File: src/rtl/irq_vector_pkg.sv
package irq_vector_pkg;

  // Handshake progress of the vector fetch
  typedef enum logic [1:0] {
    HS_IDLE     = 2'd0,
    HS_WAIT_LOW = 2'd1,
    HS_ACK      = 2'd2,
    HS_RELEASE  = 2'd3
  } hsState_e;

  // Strobes from the controller into the datapath
  typedef struct packed {
    logic capVec;     // store the address from the controller
    logic capLegacy;  // store the fixed legacy vector
  } dpStrobe_t;

endpackage

File: src/rtl/irq_sync_stage.sv
module irq_sync_stage #(
  parameter int   STAGES  = 2,
  parameter logic RST_VAL = 1'b0
) (
  input  logic clk,
  input  logic rstN,
  input  logic bypass,
  input  logic din,
  output logic dout
);

  logic [STAGES-1:0] chainQ;

  generate
    if (STAGES == 1) begin : g_single
      always_ff @(posedge clk or negedge rstN) begin
        if (!rstN) chainQ <= {STAGES{RST_VAL}};
        else       chainQ <= din;
      end
    end else begin : g_multi
      always_ff @(posedge clk or negedge rstN) begin
        if (!rstN) chainQ <= {STAGES{RST_VAL}};
        else       chainQ <= {chainQ[STAGES-2:0], din};
      end
    end
  endgenerate

  // The bypass path is a plain wire; the last stage is the resynchronized copy.
  assign dout = bypass ? din : chainQ[STAGES-1];

endmodule

File: src/rtl/irq_vector_ctrl.sv
module irq_vector_ctrl
  import irq_vector_pkg::*;
(
  input  logic      clk,
  input  logic      rstN,
  input  logic      irqTake,
  input  logic      vectorEnable,
  input  logic      validS,
  output dpStrobe_t strobe,
  output logic      ackQ,
  output logic      vecReadyQ
);

  hsState_e stateQ, stateD;

  always_comb begin
    stateD           = stateQ;
    strobe.capVec    = 1'b0;
    strobe.capLegacy = 1'b0;
    unique case (stateQ)
      HS_IDLE: begin
        if (irqTake) begin
          if (!vectorEnable) begin
            strobe.capLegacy = 1'b1;
            stateD           = HS_RELEASE;
          end else if (validS) begin
            stateD = HS_WAIT_LOW;   // previous strobe still up
          end else begin
            stateD = HS_ACK;
          end
        end
      end
      HS_WAIT_LOW: if (!validS) stateD = HS_ACK;
      HS_ACK: begin
        if (validS) begin
          strobe.capVec = 1'b1;
          stateD        = HS_RELEASE;
        end
      end
      HS_RELEASE: if (!validS) stateD = HS_IDLE;
      default: stateD = HS_IDLE;
    endcase
  end

  always_ff @(posedge clk or negedge rstN) begin
    if (!rstN) begin
      stateQ    <= HS_IDLE;
      ackQ      <= 1'b0;
      vecReadyQ <= 1'b0;
    end else begin
      stateQ    <= stateD;
      ackQ      <= (stateD == HS_ACK);
      vecReadyQ <= strobe.capVec | strobe.capLegacy;
    end
  end

  // the acknowledge only rises after the valid was seen low
  assert_ack_rise_after_low_R7: assert property (@(posedge clk) disable iff (!rstN)
    $rose(ackQ) |-> $past(!validS));

  // the acknowledge only falls once the valid was seen high
  assert_ack_fall_after_valid_R6: assert property (@(posedge clk) disable iff (!rstN)
    $fell(ackQ) |-> $past(validS));

  // a waiting acknowledge is held
  assert_ack_held_R6: assert property (@(posedge clk) disable iff (!rstN)
    (ackQ && !validS) |=> ackQ);

  // the ready indication is a single-cycle pulse
  assert_ready_single_R6: assert property (@(posedge clk) disable iff (!rstN)
    vecReadyQ |=> !vecReadyQ);

endmodule

File: src/rtl/irq_vector_dpath.sv
module irq_vector_dpath
  import irq_vector_pkg::*;
#(
  parameter int                ADDR_W   = 30,
  parameter logic [ADDR_W+1:0] LOW_VEC  = 'h18,
  parameter logic [ADDR_W+1:0] HIGH_VEC = 'hFFFF0018
) (
  input  logic              clk,
  input  logic              rstN,
  input  dpStrobe_t         strobe,
  input  logic [ADDR_W-1:0] irqAddr,
  input  logic              highVectors,
  output logic [ADDR_W+1:0] jumpTarget
);

  localparam int TGT_W = ADDR_W + 2;

  logic [TGT_W-1:0] targetQ;
  logic [TGT_W-1:0] legacyVec;

  assign legacyVec = highVectors ? HIGH_VEC : LOW_VEC;

  always_ff @(posedge clk or negedge rstN) begin
    if (!rstN)                 targetQ <= '0;
    else if (strobe.capVec)    targetQ <= {irqAddr, 2'b00};
    else if (strobe.capLegacy) targetQ <= legacyVec;
  end

  assign jumpTarget = targetQ;

  // a legacy load always yields one of the two fixed vectors
  assert_legacy_value_R8: assert property (@(posedge clk) disable iff (!rstN)
    strobe.capLegacy |=> (jumpTarget == LOW_VEC || jumpTarget == HIGH_VEC));

  // with no load strobe, the target register keeps its value
  assert_target_stable_R6: assert property (@(posedge clk) disable iff (!rstN)
    !(strobe.capVec || strobe.capLegacy) |=> $stable(jumpTarget));

endmodule

File: src/rtl/irq_vector_port.sv
module irq_vector_port
  import irq_vector_pkg::*;
#(
  parameter int ADDR_W      = 30,
  parameter int SYNC_STAGES = 2
) (
  input  logic              clk,
  input  logic              rstN,
  input  logic              fastReqN,
  input  logic              normReqN,
  input  logic              reqSyncBypass,
  input  logic              validSyncBypass,
  input  logic              irqAddrValid,
  input  logic [ADDR_W-1:0] irqAddr,
  input  logic              vectorEnable,
  input  logic              highVectors,
  input  logic              irqTake,
  output logic              irqAck,
  output logic              fiqPending,
  output logic              irqPending,
  output logic              vecReady,
  output logic [ADDR_W+1:0] jumpTarget
);

  localparam int NUM_REQ = 2;

  logic [NUM_REQ-1:0] reqRawN;
  logic [NUM_REQ-1:0] reqSyncN;
  logic               validS;
  dpStrobe_t          strobe;

  assign reqRawN = {normReqN, fastReqN};

  // Request lines idle high, so their synchronizers reset high.
  generate
    for (genvar i = 0; i < NUM_REQ; i++) begin : g_reqSync
      irq_sync_stage #(.STAGES(SYNC_STAGES), .RST_VAL(1'b1)) reqSync_i (
        .clk(clk), .rstN(rstN), .bypass(reqSyncBypass),
        .din(reqRawN[i]), .dout(reqSyncN[i]));
    end
  endgenerate

  irq_sync_stage #(.STAGES(SYNC_STAGES), .RST_VAL(1'b0)) validSync_i (
    .clk(clk), .rstN(rstN), .bypass(validSyncBypass),
    .din(irqAddrValid), .dout(validS));

  assign fiqPending = ~reqSyncN[0];
  assign irqPending = ~reqSyncN[1];

  irq_vector_ctrl ctrl_i (
    .clk(clk), .rstN(rstN), .irqTake(irqTake), .vectorEnable(vectorEnable),
    .validS(validS), .strobe(strobe), .ackQ(irqAck), .vecReadyQ(vecReady));

  irq_vector_dpath #(.ADDR_W(ADDR_W)) dpath_i (
    .clk(clk), .rstN(rstN), .strobe(strobe), .irqAddr(irqAddr),
    .highVectors(highVectors), .jumpTarget(jumpTarget));

  // every announced target is word aligned
  assert_target_aligned_R6: assert property (@(posedge clk) disable iff (!rstN)
    vecReady |-> (jumpTarget[1:0] == 2'b00));

endmodule

File: config.mk
export PLATFORM = sky130hd
export DESIGN_NAME = irq_vector_port
export DESIGN_NICKNAME = d
export VERILOG_FILES = /design/src/rtl/irq_vector_pkg.sv /design/src/rtl/irq_sync_stage.sv /design/src/rtl/irq_vector_ctrl.sv /design/src/rtl/irq_vector_dpath.sv /design/src/rtl/irq_vector_port.sv
export SDC_FILE = /design/constraint.sdc
export NUM_CORES = 1
export LEC_CHECK = 0
export ABC_AREA = 1
export ABC_CLOCK_PERIOD_IN_PS = 1420
export BUFFER_PORTS_ARGS = -buffer_cell sky130_fd_sc_hd__buf_2
export CORE_UTILIZATION = 45
export CTS_CLUSTER_DIAMETER = 200
export DETAILED_ROUTE_END_ITERATION = 12
export GPL_TIMING_DRIVEN = 0
export PLACE_DENSITY_LB_ADDON = 0.3
export SKIP_LAST_GASP = 1
export SYNTH_ARGS = -nofsm -noshare
export SYNTH_HDL_FRONTEND = slang
export SYNTH_SLANG_ARGS = --single-unit
File: constraint.sdc
create_clock -name clk -period 1.42 [get_ports clk]
set_clock_uncertainty 0.1 [all_clocks]
set_input_delay 0.355 -clock clk [delete_from_list [all_inputs] [get_ports clk]]
set_output_delay 0.355 -clock clk [all_outputs]
set_load 0.02 [all_outputs]
# --- Word-level counts from Yosys, hierarchy flattened ---
# Cells that the tools add are included.
word_totals:
  reg_bits: 42
  input_bits: 40
classes:
  eq_ne: 4
  n_mux: 18
  bitwise: 3
  reduce_logical: 2
op_table:
  columns: ["cell", "n"]
  rows:
  - ["2-to-1 mux 32 bit", 3]
  - ["2-to-1 mux 2 bit", 6]
  - ["2-to-1 mux 1 bit", 8]
  - ["case mux 2 bit (4 select lines)", 1]
  - ["equality test 2 bit (second input constant)", 3]
  - ["equality test 2 x 1 -> 1 bit (second input constant)", 1]
  - ["logical NOT 2 bit", 1]
  - ["inverter 1 bit", 2]
  - ["nonzero test 2 bit", 1]
  - ["OR 1 bit", 1]

# --- Depth between registers and ports, before layout ---
logic_depth:
  ltp_word: 6
  mapped_depth: 9

# --- Hierarchy ---
# From an unflattened synthesis, not the netlist that was laid out.
unflattened:
  cells_unflattened: 179
  area_unflattened_um2: 1599.0
by_module_without_submodules:
  columns: ["module", "n_inst", "cells_per_inst", "area_each_um2", "seq_area_each_um2"]
  rows:
  - ["irq_vector_dpath", 1, 133, 1192.4, 750.7]
  - ["irq_vector_ctrl", 1, 26, 198.9, 100.1]
  - ["irq_sync_stage at g_reqSync[0].reqSync_i ...", 2, 6, 67.6, 52.6]
  - ["irq_sync_stage at validSync_i", 1, 6, 65.1, 50.0]
  - ["irq_vector_port", 1, 2, 7.5, 0.0]

# --- Worst setup path before layout ---
# OpenSTA, ideal clock, no wires.
synth_timing:
  path_kind: "register to register"
  start: "reg ctrl_i.stateQ[0]"
  end: "reg dpath_i.targetQ[26] (netlist: dpath_i.jumpTarget[26])"
  setup_ps: 113
  arrival_ps: 1051
  required_time_ps: 1207
  path_slack_ps: 156
  path_stages_with_launch: 8
  n_path_buf: 1
  path_cell_list: "dfrtp_1 nor2_2 nand3_1 nand2_4 buf_6 nand2_1 nand2_1 inv_1"
synth_via:
  elab_chain_cells: 3
  elab_cells_between_ends: 6
  classes_between: "1 x eq/ne; 3 x mux; 2 x reduce/logical"
synth_rtl:
  columns: ["element", "line", "text"]
  rows:
  - ["from (decl)", "irq_vector_ctrl.sv:14", "hsState_e stateQ, stateD;"]
  - ["from (signal assigned)", "irq_vector_ctrl.sv:51", "stateQ <= stateD;"]
  - ["equality test 2 bit or logical NOT 2 bit (tied branches)", "irq_vector_ctrl.sv:20", "unique case (stateQ)"]
  - ["2-to-1 mux 1 bit", "irq_vector_ctrl.sv:20", null]
  - ["2-to-1 mux 32 bit or nonzero test 2 bit (tied branches)", null, null]
  - ["to (signal assigned)", "irq_vector_dpath.sv:25", "else if (strobe.capVec) targetQ <= {irqAddr, 2'b00};"]
  - ["to (signal assigned)", "irq_vector_dpath.sv:26", "else if (strobe.capLegacy) targetQ <= legacyVec;"]
  - ["to (decl)", "irq_vector_dpath.sv:18", "logic [TGT_W-1:0] targetQ;"]
# Several ways; a longest one is shown, not always the timed one.
# A chain may end at the register's enable or synchronous reset.

# --- Worst setup path in the final report ---
layout_timing:
  start: "reg g_reqSync[0].reqSync_i.chainQ[1]"
  end: "out fiqPending"
layout_via:
  elab_chain_cells: 2
layout_rtl:
  columns: ["element", "line", "text"]
  rows:
  - ["from (decl)", "irq_sync_stage.sv:12", "logic [STAGES-1:0] chainQ;"]
  - ["from (signal assigned)", "irq_sync_stage.sv:22", "if (!rstN) chainQ <= {STAGES{RST_VAL}};"]
  - ["from (signal assigned)", "irq_sync_stage.sv:23", "else chainQ <= {chainQ[STAGES-2:0], din};"]
  - ["2-to-1 mux 1 bit", "irq_sync_stage.sv:29", "assign dout = bypass ? din : chainQ[STAGES-1];"]
  - ["inverter 1 bit", "irq_vector_port.sv:47", "assign fiqPending = ~reqSyncN[0];"]
  - ["to (decl)", "irq_vector_port.sv:19", "output logic fiqPending,"]
# No other way between the ends.

==> impl_metrics.json <==
{
  "outcome": "finished with violations",
  "violations": "negative setup slack",
  "drive_gt1_share_pct": 38.6,
  "num_vias": 1633,
  "gr-total-overflow": 0,
  "finalCritPeriodShare_pct": 104,
  "max_slew_margin_pct": 42.7,
  "cts.hold.buffers_added": 0,
  "synth_top_cell_area_share_pct": 47.7,
  "rsz0062_at_grt": "true",
  "grt_use_total_pct": 20.1,
  "clock_path_buffers": 2,
  "synth-seq-cells": 40,
  "io_buffers": 73,
  "critical_path_class": "reg2out",
  "synthSimpleGateAreaFrac_pct": 33.8,
  "dieArea_um2": 4460,
  "syn_inst": 211,
  "slowest_delay_ps": 530,
  "area_delta_synth_final_pct": 31.4,
  "synth-xor-area-share_pct": 0,
  "antenna_cells": 0,
  "worstPathCellList": "mux2i_1 -> buf_2",
  "synth_mux_area_share_pct": 1.06,
  "start_util_pct": 46.9,
  "yosysWarningCount": 0,
  "seq_area_frac_synth_pct": 53.2,
  "startpoint_type": "flop",
  "setup_ws_ps": -52.9,
  "clk_pin_slew_ps": 70,
  "design_area_um2": 2480,
  "drt_iter0_drc": 61,
  "setup_viol": 2,
  "numCtsBuffers": 5,
  "avgSynthCellArea_um2": 8.96,
  "ios": 76,
  "tns_ps": -100,
  "placed_area_um2": 2320,
  "syn_area_um2": 1890,
  "place_congestion": 0.790,
  "drt_wl_total_um": 4120,
  "antenna_found_initial": 0,
  "synthAdderAreaFrac_pct": 0,
  "nets": 337,
  "die_w_um": 66.8,
  "dpl.hpwl_um": 2920,
  "cp.arrival_ps": 1020,
  "drc": 0,
  "cts_tree": "done",
  "ys_top_cells_by_area": "dfrtp_1 48%, nand3_1 12%, nand2_1 10%",
  "coreArea_um2": 4030,
  "ys_types": 20,
  "multi_input_area_um2": 677,
  "clock-root-buffer": "clkbuf_8",
  "hold_violations": 0,
  "wire_per_inst_um": 11.8,
  "synth_top_cell_by_area": "dfrtp_1",
  "max_freq_mhz": 679,
  "required_ps": 960,
  "power.density_nw_per_um2": 1770,
  "htreeDepth": 2,
  "cellLeakagePower_nw": 1.39,
  "num-fill-cells": 366,
  "grt_pass1_vias": 1495,
  "synth_top_family_by_area": "simple AND/OR/NAND/NOR gates",
  "cts.sinks": 40,
  "antenna_left": 0,
  "rows": 23,
  "grt_max_degree": 41,
  "insertion_delay_ps": 290,
  "timing.final.max_slew_violations": 0,
  "die_h_um": 66.8,
  "maxCapViolCount": 0,
  "seqCellArea_um2": 1010,
  "avgViaCountPerCell": 4.69,
  "max_slew.worst_pin.slew_ps": 860,
  "hold-worst-slack_ps": 72.9,
  "critPathMaxFanout": 1,
  "first_pass_iters": 4,
  "endpoint_kind": "output port",
  "slowest_stage": "dfstp_2",
  "hp-class": "in2async",
  "grt_pass1_wl_um": 6520,
  "post-route-min-period_ps": 1470,
  "synth-compound-area-share_pct": 0,
  "ir_worst_vdd_mv": 0.918
}
==> repair_timing <==
item,CTS,global route
buffers inserted,0,4
pin swaps,0,3
gates resized for setup,0,4
cloned,0,1
endpoints found under the setup margin,2,14
==> placed cells by master (no fill, tap or decap), drive strengths merged <==
master | synthesis | final
buf | 15 | 91
clkbuf | 0 | 9
inv | 24 | 24
nand2 | 57 | 57
clkinv | 0 | 1
nor2 | 10 | 10
dfstp | 4 | 4
dfrtp | 36 | 36
nand3b | 16 | 16
conb | 1 | 2
nand3 | 46 | 46
mux2i | 2 | 2
==> flip-flops by register name (all words and copies together), names as in the netlist <==
signal                      count
dpath_i.jumpTarget             30
g_reqSync.reqSync_i.chainQ      4
ctrl_i.stateQ                   2
validSync_i.chainQ              2
ctrl_i.ackQ                     1
ctrl_i.vecReadyQ                1
==> path summary, 6_finish.rpt <==
kind / slack [ps] / end / cells past startpoint / from
max: -50 / fiqPending / 2 / g_reqSync[0].reqSync_i.chainQ[1]
min: 70 / validSync_i.chainQ[1] / 1 / rstN
max reg2reg: 80 / dpath_i.jumpTarget[30] / 8 / ctrl_i.stateQ[1]
min reg2reg: 250 / validSync_i.chainQ[1] / 0 / validSync_i.chainQ[0]
max in group asynchronous: 560 / ctrl_i.stateQ[0] / 1 / rstN
min in group clk: 80 / g_reqSync[1].reqSync_i.chainQ[0] / 1 / normReqN
==> report_power, final <==
part / switching (W) / total (W) / leakage [nW] / internal, W
Sequential: 0.000190 / 0.00173 / 0.471 / 0.00154
Combinational: 0.00117 / 0.00196 / 0.877 / 0.000788
Clock: 0.000373 / 0.000718 / 0.0422 / 0.000345
==> Yosys cell counts <==
cell type and count:
nand2_1 52, mux2i_1 2, buf_4 5, nand3b_1 16, dfrtp_1 36, nand2_2 3, dfstp_2 4, buf_12 1
nand3_1 45, nor2_4 1, nand2_4 2, nand3_2 1, conb_1 1, buf_6 3, buf_2 5, nor2_2 1
nor2_1 8, inv_1 22, buf_8 1, inv_2 2
==> per-stage QoR <==
stage	setup WS, ps	util, %	cells	total power (W)
after floorplan	156	-	212	0.00298
after global placement	-37.6	57.6	335	0.00357
after detailed placement	-51.6	57.6	335	0.00362
after CTS	-65.1	59.7	343	0.00435
after global routing	-108	61.7	348	0.00471
final	-52.9	61.7	348	0.00441
==> logic make-up after synthesis <==
logic type	count (synthesis)
buffers and inverters	39
DFF	40
muxes	2
other	1
and+or+nand+nor	129
==> worst max-delay path, delay by kind of cell (launching register included) <==
family,cells,cell delay (ps)
DFF,1,530
buffers and inverters,1,150
muxes,1,50
==> layer usage <==
metal	track usage (%)	part of all wire, %
met4	7.98	1.6
met2	32.8	47
met3	6.34	6.2
met1	24.4	45
met5	0	0
==> final cells by class <==
class / count / area share [%]
Multi-Input combinational cell: 133 / 27.2
Tap cell: 50 / 2.52
Buffer: 15 / 5.39
Sequential cell: 40 / 40.5
Timing Repair Buffer: 78 / 17.4
Clock buffer: 7 / 3.07
Inverter: 24 / 3.63
Clock inverter: 1 / 0.201
No activity file was read; power rests on OpenSTA's default activity.
